<file path="config.mk">
export PLATFORM = sky130hd
export DESIGN_NAME = irq_prio_ctrl
export DESIGN_NICKNAME = d
export VERILOG_FILES = /design/src/rtl/irq_pkg.sv /design/src/rtl/irq_edge_sync.sv /design/src/rtl/irq_pend_bank.sv /design/src/rtl/irq_prio_enc.sv /design/src/rtl/irq_prio_ctrl.sv
export SDC_FILE = /design/constraint.sdc
export NUM_CORES = 1
export LEC_CHECK = 0
export CELL_PAD_IN_SITES_DETAIL_PLACEMENT = 1
export CELL_PAD_IN_SITES_GLOBAL_PLACEMENT = 2
export CORE_MARGIN = 2
export CORE_UTILIZATION = 23
export CTS_CLUSTER_DIAMETER = 30
export CTS_CLUSTER_SIZE = 28
export DETAILED_ROUTE_END_ITERATION = 8
export GPL_TIMING_DRIVEN = 0
export MAX_ROUTING_LAYER = met4
export PLACE_DENSITY = 0.71
export SETUP_SLACK_MARGIN = 0.1
export SLEW_MARGIN = 0
export SYNTH_ARGS = -nofsm -noshare
export SYNTH_HDL_FRONTEND = slang
export SYNTH_SLANG_ARGS = --single-unit
</file>
<file path="constraint.sdc">
create_clock -name clk -period 1.4 [get_ports clk]
set_input_delay 0.28 -clock clk [delete_from_list [all_inputs] [get_ports clk]]
set_output_delay 0.28 -clock clk [all_outputs]
set_load 0.03 [all_outputs]
</file>
<file path="src/rtl/irq_pkg.sv">
package irq_pkg;
  localparam int NUM_SRC   = 6;
  localparam int IDX_W     = 3;
  localparam int CFG_W     = 8;
  localparam int NUM_PERIPH = NUM_SRC - 1;
  localparam int POL_BIT   = NUM_SRC;
  localparam int SPARE_BIT = CFG_W - 1;
endpackage

</file>
<file path="src/rtl/irq_edge_sync.sv">
module irq_edge_sync #(
  parameter int SYNC_STAGES = 2
) (
  input  logic clk,
  input  logic rst,
  input  logic pin_i,
  input  logic fall_sel_i,
  output logic pulse_o
);
  logic [SYNC_STAGES-1:0] sync_q;
  logic                   prev_q;
  logic                   cur;

  always_ff @(posedge clk) begin
    if (rst) sync_q[0] <= 1'b0;
    else     sync_q[0] <= pin_i;
  end

  genvar s;
  generate
    for (s = 1; s < SYNC_STAGES; s++) begin : g_stage
      always_ff @(posedge clk) begin
        if (rst) sync_q[s] <= 1'b0;
        else     sync_q[s] <= sync_q[s-1];
      end
    end
  endgenerate

  assign cur = sync_q[SYNC_STAGES-1];

  always_ff @(posedge clk) begin
    if (rst) prev_q <= 1'b0;
    else     prev_q <= cur;
  end

  assign pulse_o = fall_sel_i ? (prev_q & ~cur) : (cur & ~prev_q);

  AST_PULSE_SINGLE: assert property (@(posedge clk) disable iff (rst)
    pulse_o |=> !pulse_o);
endmodule

</file>
<file path="src/rtl/irq_pend_bank.sv">
module irq_pend_bank #(
  parameter int N  = 6,
  parameter int IW = 3
) (
  input  logic          clk,
  input  logic          rst,
  input  logic [N-1:0]  evt_i,
  input  logic          clr_en_i,
  input  logic [IW-1:0] clr_idx_i,
  output logic [N-1:0]  pend_q_o,
  output logic [N-1:0]  pend_d_o
);
  logic [N-1:0] pend_q;
  logic [N-1:0] clr_vec;

  genvar i;
  generate
    for (i = 0; i < N; i++) begin : g_bit
      assign clr_vec[i]  = clr_en_i && (clr_idx_i == IW'(i));
      assign pend_d_o[i] = (pend_q[i] & ~clr_vec[i]) | evt_i[i];

      always_ff @(posedge clk) begin
        if (rst) pend_q[i] <= 1'b0;
        else     pend_q[i] <= pend_d_o[i];
      end

      AST_PEND_HOLD: assert property (@(posedge clk) disable iff (rst)
        (pend_q[i] && !clr_vec[i]) |=> pend_q[i]);
    end
  endgenerate

  assign pend_q_o = pend_q;

  AST_ACK_CLEARS: assert property (@(posedge clk) disable iff (rst)
    (clr_en_i && clr_idx_i < IW'(N) && !evt_i[clr_idx_i])
      |=> !pend_q[$past(clr_idx_i)]);
endmodule

</file>
<file path="src/rtl/irq_prio_enc.sv">
module irq_prio_enc #(
  parameter int N  = 6,
  parameter int IW = 3
) (
  input  logic [N-1:0]  req_i,
  output logic          any_o,
  output logic [IW-1:0] idx_o
);
  logic [N-1:0] above;
  logic [N-1:0] grant;

  assign above[0] = 1'b0;
  genvar i;
  generate
    for (i = 1; i < N; i++) begin : g_chain
      assign above[i] = above[i-1] | req_i[i-1];
    end
  endgenerate

  assign grant = req_i & ~above;
  assign any_o = |req_i;

  always_comb begin
    idx_o = '0;
    for (int k = 0; k < N; k++) begin
      if (grant[k]) idx_o = idx_o | IW'(k);
    end
  end
endmodule

</file>
<file path="src/rtl/irq_prio_ctrl.sv">
module irq_prio_ctrl
  import irq_pkg::*;
#(
  parameter int SYNC_STAGES = 2
) (
  input  logic                  clk,
  input  logic                  rst,
  input  logic                  ext_irq_pin,
  input  logic [NUM_PERIPH-1:0] periph_evt,
  input  logic                  cfg_we,
  input  logic [CFG_W-1:0]      cfg_wdata,
  output logic [CFG_W-1:0]      cfg_rdata,
  input  logic                  user_gie_set,
  input  logic                  user_gie_clr,
  input  logic                  macro_gie_set,
  input  logic                  macro_gie_clr,
  input  logic                  irq_ack,
  output logic                  irq_pending,
  output logic                  irq_req,
  output logic [IDX_W-1:0]      irq_idx
);
  logic [CFG_W-1:0]   cfg_q, cfg_d;
  logic               user_q, user_d;
  logic               macro_q, macro_d;
  logic               ext_pulse;
  logic [NUM_SRC-1:0] evt;
  logic [NUM_SRC-1:0] pend_q, pend_d;
  logic [NUM_SRC-1:0] live;
  logic               any_live;
  logic [IDX_W-1:0]   sel_idx;
  logic               clr_en;
  logic               pend_r, req_r;
  logic [IDX_W-1:0]   idx_r;

  // configuration register; spare bit is never stored
  always_comb begin
    cfg_d = cfg_q;
    if (cfg_we) begin
      cfg_d = cfg_wdata;
      cfg_d[SPARE_BIT] = 1'b0;
    end
  end

  always_ff @(posedge clk) begin
    if (rst) cfg_q <= '0;
    else     cfg_q <= cfg_d;
  end
  assign cfg_rdata = cfg_q;

  // two global gates, clear dominates
  always_comb begin
    user_d = user_q;
    if (user_gie_set) user_d = 1'b1;
    if (user_gie_clr) user_d = 1'b0;
    macro_d = macro_q;
    if (macro_gie_set) macro_d = 1'b1;
    if (macro_gie_clr) macro_d = 1'b0;
  end

  always_ff @(posedge clk) begin
    if (rst) begin
      user_q  <= 1'b0;
      macro_q <= 1'b0;
    end else begin
      user_q  <= user_d;
      macro_q <= macro_d;
    end
  end

  irq_edge_sync #(.SYNC_STAGES(SYNC_STAGES)) u_ext (
    .clk        (clk),
    .rst        (rst),
    .pin_i      (ext_irq_pin),
    .fall_sel_i (cfg_q[POL_BIT]),
    .pulse_o    (ext_pulse)
  );

  assign evt    = {periph_evt, ext_pulse};
  assign clr_en = irq_ack & req_r;

  irq_pend_bank #(.N(NUM_SRC), .IW(IDX_W)) u_pend (
    .clk       (clk),
    .rst       (rst),
    .evt_i     (evt),
    .clr_en_i  (clr_en),
    .clr_idx_i (idx_r),
    .pend_q_o  (pend_q),
    .pend_d_o  (pend_d)
  );

  assign live = pend_d & cfg_d[NUM_SRC-1:0];

  irq_prio_enc #(.N(NUM_SRC), .IW(IDX_W)) u_enc (
    .req_i (live),
    .any_o (any_live),
    .idx_o (sel_idx)
  );

  // outputs registered from next-state values so they track the latches
  always_ff @(posedge clk) begin
    if (rst) begin
      pend_r <= 1'b0;
      req_r  <= 1'b0;
      idx_r  <= '0;
    end else begin
      pend_r <= any_live;
      req_r  <= any_live & user_d & macro_d;
      idx_r  <= sel_idx;
    end
  end

  assign irq_pending = pend_r;
  assign irq_req     = req_r;
  assign irq_idx     = idx_r;

  AST_REQ_GATED: assert property (@(posedge clk) disable iff (rst)
    irq_req |-> (user_q && macro_q));
  AST_REQ_HAS_PEND: assert property (@(posedge clk) disable iff (rst)
    irq_req |-> irq_pending);
  AST_IDX_RANGE: assert property (@(posedge clk) disable iff (rst)
    irq_req |-> (irq_idx < IDX_W'(NUM_SRC)));
  AST_SEL_PENDING: assert property (@(posedge clk) disable iff (rst)
    irq_pending |-> pend_q[irq_idx]);
  AST_SPARE_ZERO: assert property (@(posedge clk) disable iff (rst)
    cfg_we |=> (cfg_rdata[SPARE_BIT] == 1'b0));
endmodule

</file>
# Word level (Yosys, flattened, before mapping)
# Index checks and enable logic that the tools add are counted.
dict set report word_totals {
  regBits 23
  output_inout_bits 13
  wordCells 72
}
dict set report classes {
  eq_ne 5
  mux 11
  bitwise 32
  n_reduce_logical 8
}
# cell n
set op_table {}
lappend op_table {{bitwise AND 6 bit} 2}
lappend op_table {{bitwise AND 1 bit} 11}
lappend op_table {{OR 1 bit} 10}
lappend op_table {{NOT 1 bit} 8}
lappend op_table {{== test 3 x 2 -> 1 bit (second input constant)} 2}
lappend op_table {{== test 3 bit (second input constant)} 2}
lappend op_table {{logical AND 1 bit} 6}
lappend op_table {{2-to-1 mux 1 bit} 6}
lappend op_table {{2-to-1 mux 3 bit} 2}
lappend op_table {{2-to-1 mux 6 bit} 1}
lappend op_table {{NOT 6 bit} 1}
lappend op_table {{OR reduction 6 bit} 1}
lappend op_table {{2-to-1 mux 2 bit} 2}
lappend op_table {{== test 3 x 1 -> 1 bit (second input constant)} 1}
lappend op_table {{zero test 3 bit} 1}

# Logic depth before layout (Yosys ltp)
dict set report logic_depth {
  ltp_word 17
  mapped_depth 5
  mapped_depth_nobuf 4
}

# Hierarchy
# Synthesis repeated with hierarchy kept, for this count alone.
dict set report hier_totals {
  cells_unflattened 102
  area_unflattened_um2 1018.5
}
# module instances cells_per_inst area_each_um2
set modules_own_cells {}
lappend modules_own_cells {irq_prio_ctrl 1 50 523.0}
lappend modules_own_cells {irq_pend_bank 1 33 336.6}
lappend modules_own_cells {irq_edge_sync 1 9 101.3}
lappend modules_own_cells {irq_prio_enc 1 10 57.6}

# Worst setup path before layout
# No wires, ideal clock.
dict set report synth_path {
  path_kind {reg2reg}
  start {reg idx_r[1] (netlist: irq_idx[1])}
  end {reg idx_r[2] (netlist: irq_idx[2])}
  t_arrival_ns 1.558
  required_ns 1.313
  slack_ns -0.245
  stages_incl_launch_ff 6
  cell_sequence {dfxtp_1 > buf_6 > and4b_4 > a311oi_2 > o32ai_2 > nor4b_2}
}
dict set report synth_via {
  elab_chain_len 13
}
# element line
set synth_lines {}
lappend synth_lines {{start: declaration} irq_prio_ctrl.sv:33} ;# logic [IDX_W-1:0] idx_r;
lappend synth_lines {{start signal: assignment} irq_prio_ctrl.sv:108} ;# idx_r <= sel_idx;
lappend synth_lines {{== test 3 x 1 -> 1 bit / zero test 3 bit (equally long branches)} irq_pend_bank.sv:19} ;# assign clr_vec[i] = clr_en_i && (clr_idx_i == IW'(i));
lappend synth_lines {{logical AND 1 bit} irq_pend_bank.sv:19}
lappend synth_lines {{NOT 1 bit} irq_pend_bank.sv:20} ;# assign pend_d_o[i] = (pend_q[i] & ~clr_vec[i]) | evt_i[i];
lappend synth_lines {{bitwise AND 1 bit} irq_pend_bank.sv:20}
lappend synth_lines {{OR 1 bit} irq_pend_bank.sv:20}
lappend synth_lines {{bitwise AND 6 bit *} irq_prio_ctrl.sv:91} ;# assign live = pend_d & cfg_d[NUM_SRC-1:0];
lappend synth_lines {{OR 1 bit (3 in a row)} irq_prio_enc.sv:16} ;# assign above[i] = above[i-1] | req_i[i-1];
lappend synth_lines {{NOT 6 bit / OR 1 bit (equally long branches)} {irq_prio_enc.sv:20, irq_prio_enc.sv:16}}
lappend synth_lines {{bitwise AND 6 bit *} irq_prio_enc.sv:20} ;# assign grant = req_i & ~above;
lappend synth_lines {{2-to-1 mux 3 bit / bitwise AND 6 bit (equally long branches)} {irq_prio_enc.sv:26, irq_prio_enc.sv:20}}
lappend synth_lines {{2-to-1 mux 3 bit *} irq_prio_enc.sv:26} ;# if (grant[k]) idx_o = idx_o | IW'(k);
# Every way passes the cells marked *; elsewhere a longest branch is shown, timed or not.
# A chain may end at the register's enable or synchronous reset.

# Final worst setup path
dict set report layout_path {
  start {reg idx_r[1] (netlist: irq_idx[1])}
  end {reg req_r (netlist: irq_req)}
}
dict set report layout_via {
  elab_chain_len 9
}
# element line
set layout_lines {}
lappend layout_lines {{== test 3 x 1 -> 1 bit (tied with other cells)} irq_pend_bank.sv:19}
lappend layout_lines {{logical AND 1 bit} irq_pend_bank.sv:19}
lappend layout_lines {{NOT 1 bit} irq_pend_bank.sv:20}
lappend layout_lines {{bitwise AND 1 bit} irq_pend_bank.sv:20}
lappend layout_lines {{OR 1 bit} irq_pend_bank.sv:20}
lappend layout_lines {{bitwise AND 6 bit *} irq_prio_ctrl.sv:91}
lappend layout_lines {{OR reduction 6 bit *} irq_prio_enc.sv:21} ;# assign any_o = |req_i;
lappend layout_lines {{bitwise AND 1 bit * (2 in a row)} irq_prio_ctrl.sv:107} ;# req_r <= any_live & user_d & macro_d;
lappend layout_lines {{end signal: assignment} irq_prio_ctrl.sv:107}
lappend layout_lines {{end: declaration} irq_prio_ctrl.sv:32} ;# logic pend_r, req_r;
# Marked as above.

==> flow_metrics.tcl <==
set metrics [dict create \
    syn-num-nets 136 \
    skew_ns 0.00702 \
    status "finished with violations" \
    clockBufferDepth 2 \
    timing.final.crit_share_pct 112 \
    max_cap_violations 0 \
    min_to "cfg_rdata[6]$_SDFFE_PP0P_" \
    clk_pin_slew_ns 0.09 \
    final_cell_area_sq_um 1600 \
    timing.final.max_slew_violations 0 \
    synth_cells 114 \
    grt_pass1_vias 993 \
    reg2reg_depth 5 \
    portBuffers 31 \
    worstPathRequired_ns 1.53 \
    power.density_nw_per_um2 945 \
    leakagePower_nw 0.623 \
    antenna_cells 0 \
    gr-usage-all-layers_pct 13.2 \
    io_pins 35 \
    cts_tree "built" \
    clkLatencyLatePin_ns 0.27 \
    cp_max_fo 6 \
    hp-start "cfg_we" \
    ant_nets 0 \
    nNetsFinal 178 \
    placeableCoreArea_sq_um 4350 \
    synth_edf_count 0 \
    die_area_sq_um 5050 \
    final-instance-count-excl-fill 207 \
    worst_setup_path_end_kind "flop" \
    crit_arrival_ns 1.70 \
    dr.pass1.iters 2 \
    yosysWarnings 0 \
    cts_made_buffers 3 \
    rr_startpoint "irq_idx[1]$_SDFF_PP0_" \
    fmax_mhz 640 \
    ys_seq_elements 23 \
    setup_slack_ns -0.163 \
    syn2layout_area_growth_pct 54.2 \
    drt_wl_total_um 3080 \
    ys_types 35 \
    avgSynthCellArea_sq_um 9.08 \
    route.detailed.drc 0 \
    finalPower_mw 1.51 \
    vias_per_cell 4.71 \
    fin_crit_ns 1.56 \
    ctsRootBufferMaster "clkbuf_8" \
    layout-drive-gt1-share_pct 27.7 \
    reg2reg_slack_ns -0.16 \
    syn-cell-area_sq_um 1030 \
    crit_type "flop to flop" \
    holdCritPathClass "input pin to flop" \
    dieHeight_um 71.1 \
    dr.first_iter.drc_count 16 \
    utilization_pct 36.6 \
    hold_viol 0 \
    async_flop_share_pct 0 \
    wl_per_cell_um 14.9 \
    htreeDepth 1 \
    cts.sink_count 23 \
    antenna_found_initial 0 \
    fp.dieW_um 71.1 \
    place_hpwl_um 2190 \
    gp_congestion 0.740 \
    ys_seq_area_share_pct 44.5 \
    start_kind "flop" \
    grt_overflow 0 \
    grt_max_degree 14 \
    violations "negative setup slack" \
    rsz0062_at_grt "yes" \
    dpl_cell_area_sq_um 1470 \
    start_util_pct 23.8 \
    setup_violations 4 \
    dp.cells 197 \
    synth-main-ff-cell "dfxtp_1" \
    min_path_cells 3 \
    ir_drop_mv 0.319 \
    hold_buffers 0 \
    place_ws_ns -0.527 \
    rows 24 \
    num_vias 975 \
    timing.rr.end "irq_req$_SDFF_PP0_" \
    grt_pass1_wl_um 4910 \
]
report_power, final:
part / total, mW / internal (mW) / leakage [nW] / switching, mW
sequential: 0.717 / 0.695 / 0.193 / 0.0221
combinational: 0.364 / 0.169 / 0.405 / 0.195
clock: 0.426 / 0.199 / 0.0255 / 0.227
total: 1.51 / 1.06 / 0.623 / 0.445
logic make-up (layout without fill, tap and decap cells):
| group | Yosys count | after routing | synth area share (%) |
|---|---|---|---|
| AND/OR/NAND/NOR | 50 | 50 | 24.3 |
| flip-flops | 23 | 23 | 44.5 |
| AO/OA/AOI/OAI | 22 | 22 | 17.2 |
| buffers and inverters | 11 | 52 | 6.41 |
| multiplexers | 7 | 7 | 7.25 |
| other | 1 | 1 | 0.362 |
cells in the mapped netlist (3+ instances only):
library cell / count / area (sq um)
nor2_1: 27 / 101
dfxtp_1: 23 / 460
mux2i_1: 6 / 60.1
a21oi_1: 5 / 25.0
nor2b_1: 5 / 31.3
nand3_1: 4 / 20.0
a211o_1: 3 / 26.3
inv_1: 3 / 11.3
nand2_1: 3 / 11.3
nor3_1: 3 / 15.0
per-stage QoR:
step	hold WS (ns)	TNS [ns]
after CTS	0.351	-0.353
after global placement	0.423	-7.21
after floorplan	0.359	-0.0828
after detailed placement	0.438	-7.27
after global routing	0.362	-0.752
final	0.340	-0.446
worst max-delay path, stage by stage, from the launching register on:
cell     delay [ns]
dfxtp_4        0.35
buf_6          0.12
and4b_4        0.38
nand2_4        0.07
o32ai_4        0.33
a41oi_2        0.18
flip-flops by register name, summed over array words and instances, names as in the netlist:
register	flops
irq_pending	1
cfg_rdata	7
irq_req	1
u_ext.sync_q	1
irq_idx	3
user_q	1
u_ext.cur	1
u_pend.pend_q_o	6
macro_q	1
u_ext.prev_q	1
routing by layer:
metal  GRT usage, %  wire length, um
met4           5.03               44
met1           15.0             1330
met3           1.57               66
met2           23.6             1640
met5              -                0
repair_timing:
action,in CTS,in global routing
endpoints found under the setup margin,27,17
resized for setup,30,12
pin swaps,4,4
setup buffers,4,3
placed cells by master (no fill, tap or decap), types with 2 or more instances in the layout:
cell type         n
nor2b_1           5
clkbuf_2          4
clkdlybuf4s15_1   5
nand2_1           2
nor2_1           27
mux2i_1           4
dfxtp_2           2
a211o_1           3
nand3b_1          2
dfxtp_1          19
nor3_1            2
a21oi_1           4
a41oi_2           2
mux2i_2           2
buf_4             8
dfxtp_4           2
dlygate4sd2_1     2
o31a_1            2
clkbuf_8          4
nand3_1           4
buf_6             4
clkdlybuf4s50_1  18
clkdlybuf4s15_2   2
inv_1             3
worst max-delay path by stage:
stage                                     start                            end  cells after the start
after global placement                      rst        cfg_rdata[2]$_SDFF_PP0_                      4
after global routing      irq_idx[1]$_SDFF_PP0_             irq_req$_SDFF_PP0_                      5
after detailed placement                    rst  u_pend.pend_q_o[5]$_SDFF_PP0_                      4
after CTS                 irq_idx[1]$_SDFF_PP0_             irq_req$_SDFF_PP0_                      5
final                     irq_idx[1]$_SDFF_PP0_             irq_req$_SDFF_PP0_                      5
after floorplan           irq_idx[1]$_SDFF_PP0_             irq_req$_SDFF_PP0_                      5
final cells by class:
cell class	instances	area [sq um]
clock inverter	1	5.00
timing repair buffer	37	342
tap	52	65.1
buffer	8	75.1
inverter	3	11.3
multi-input combinational	80	586
fill	500	2760
clock buffer	3	41.3
sequential	23	470
No activity file was read; power rests on OpenSTA's default activity.
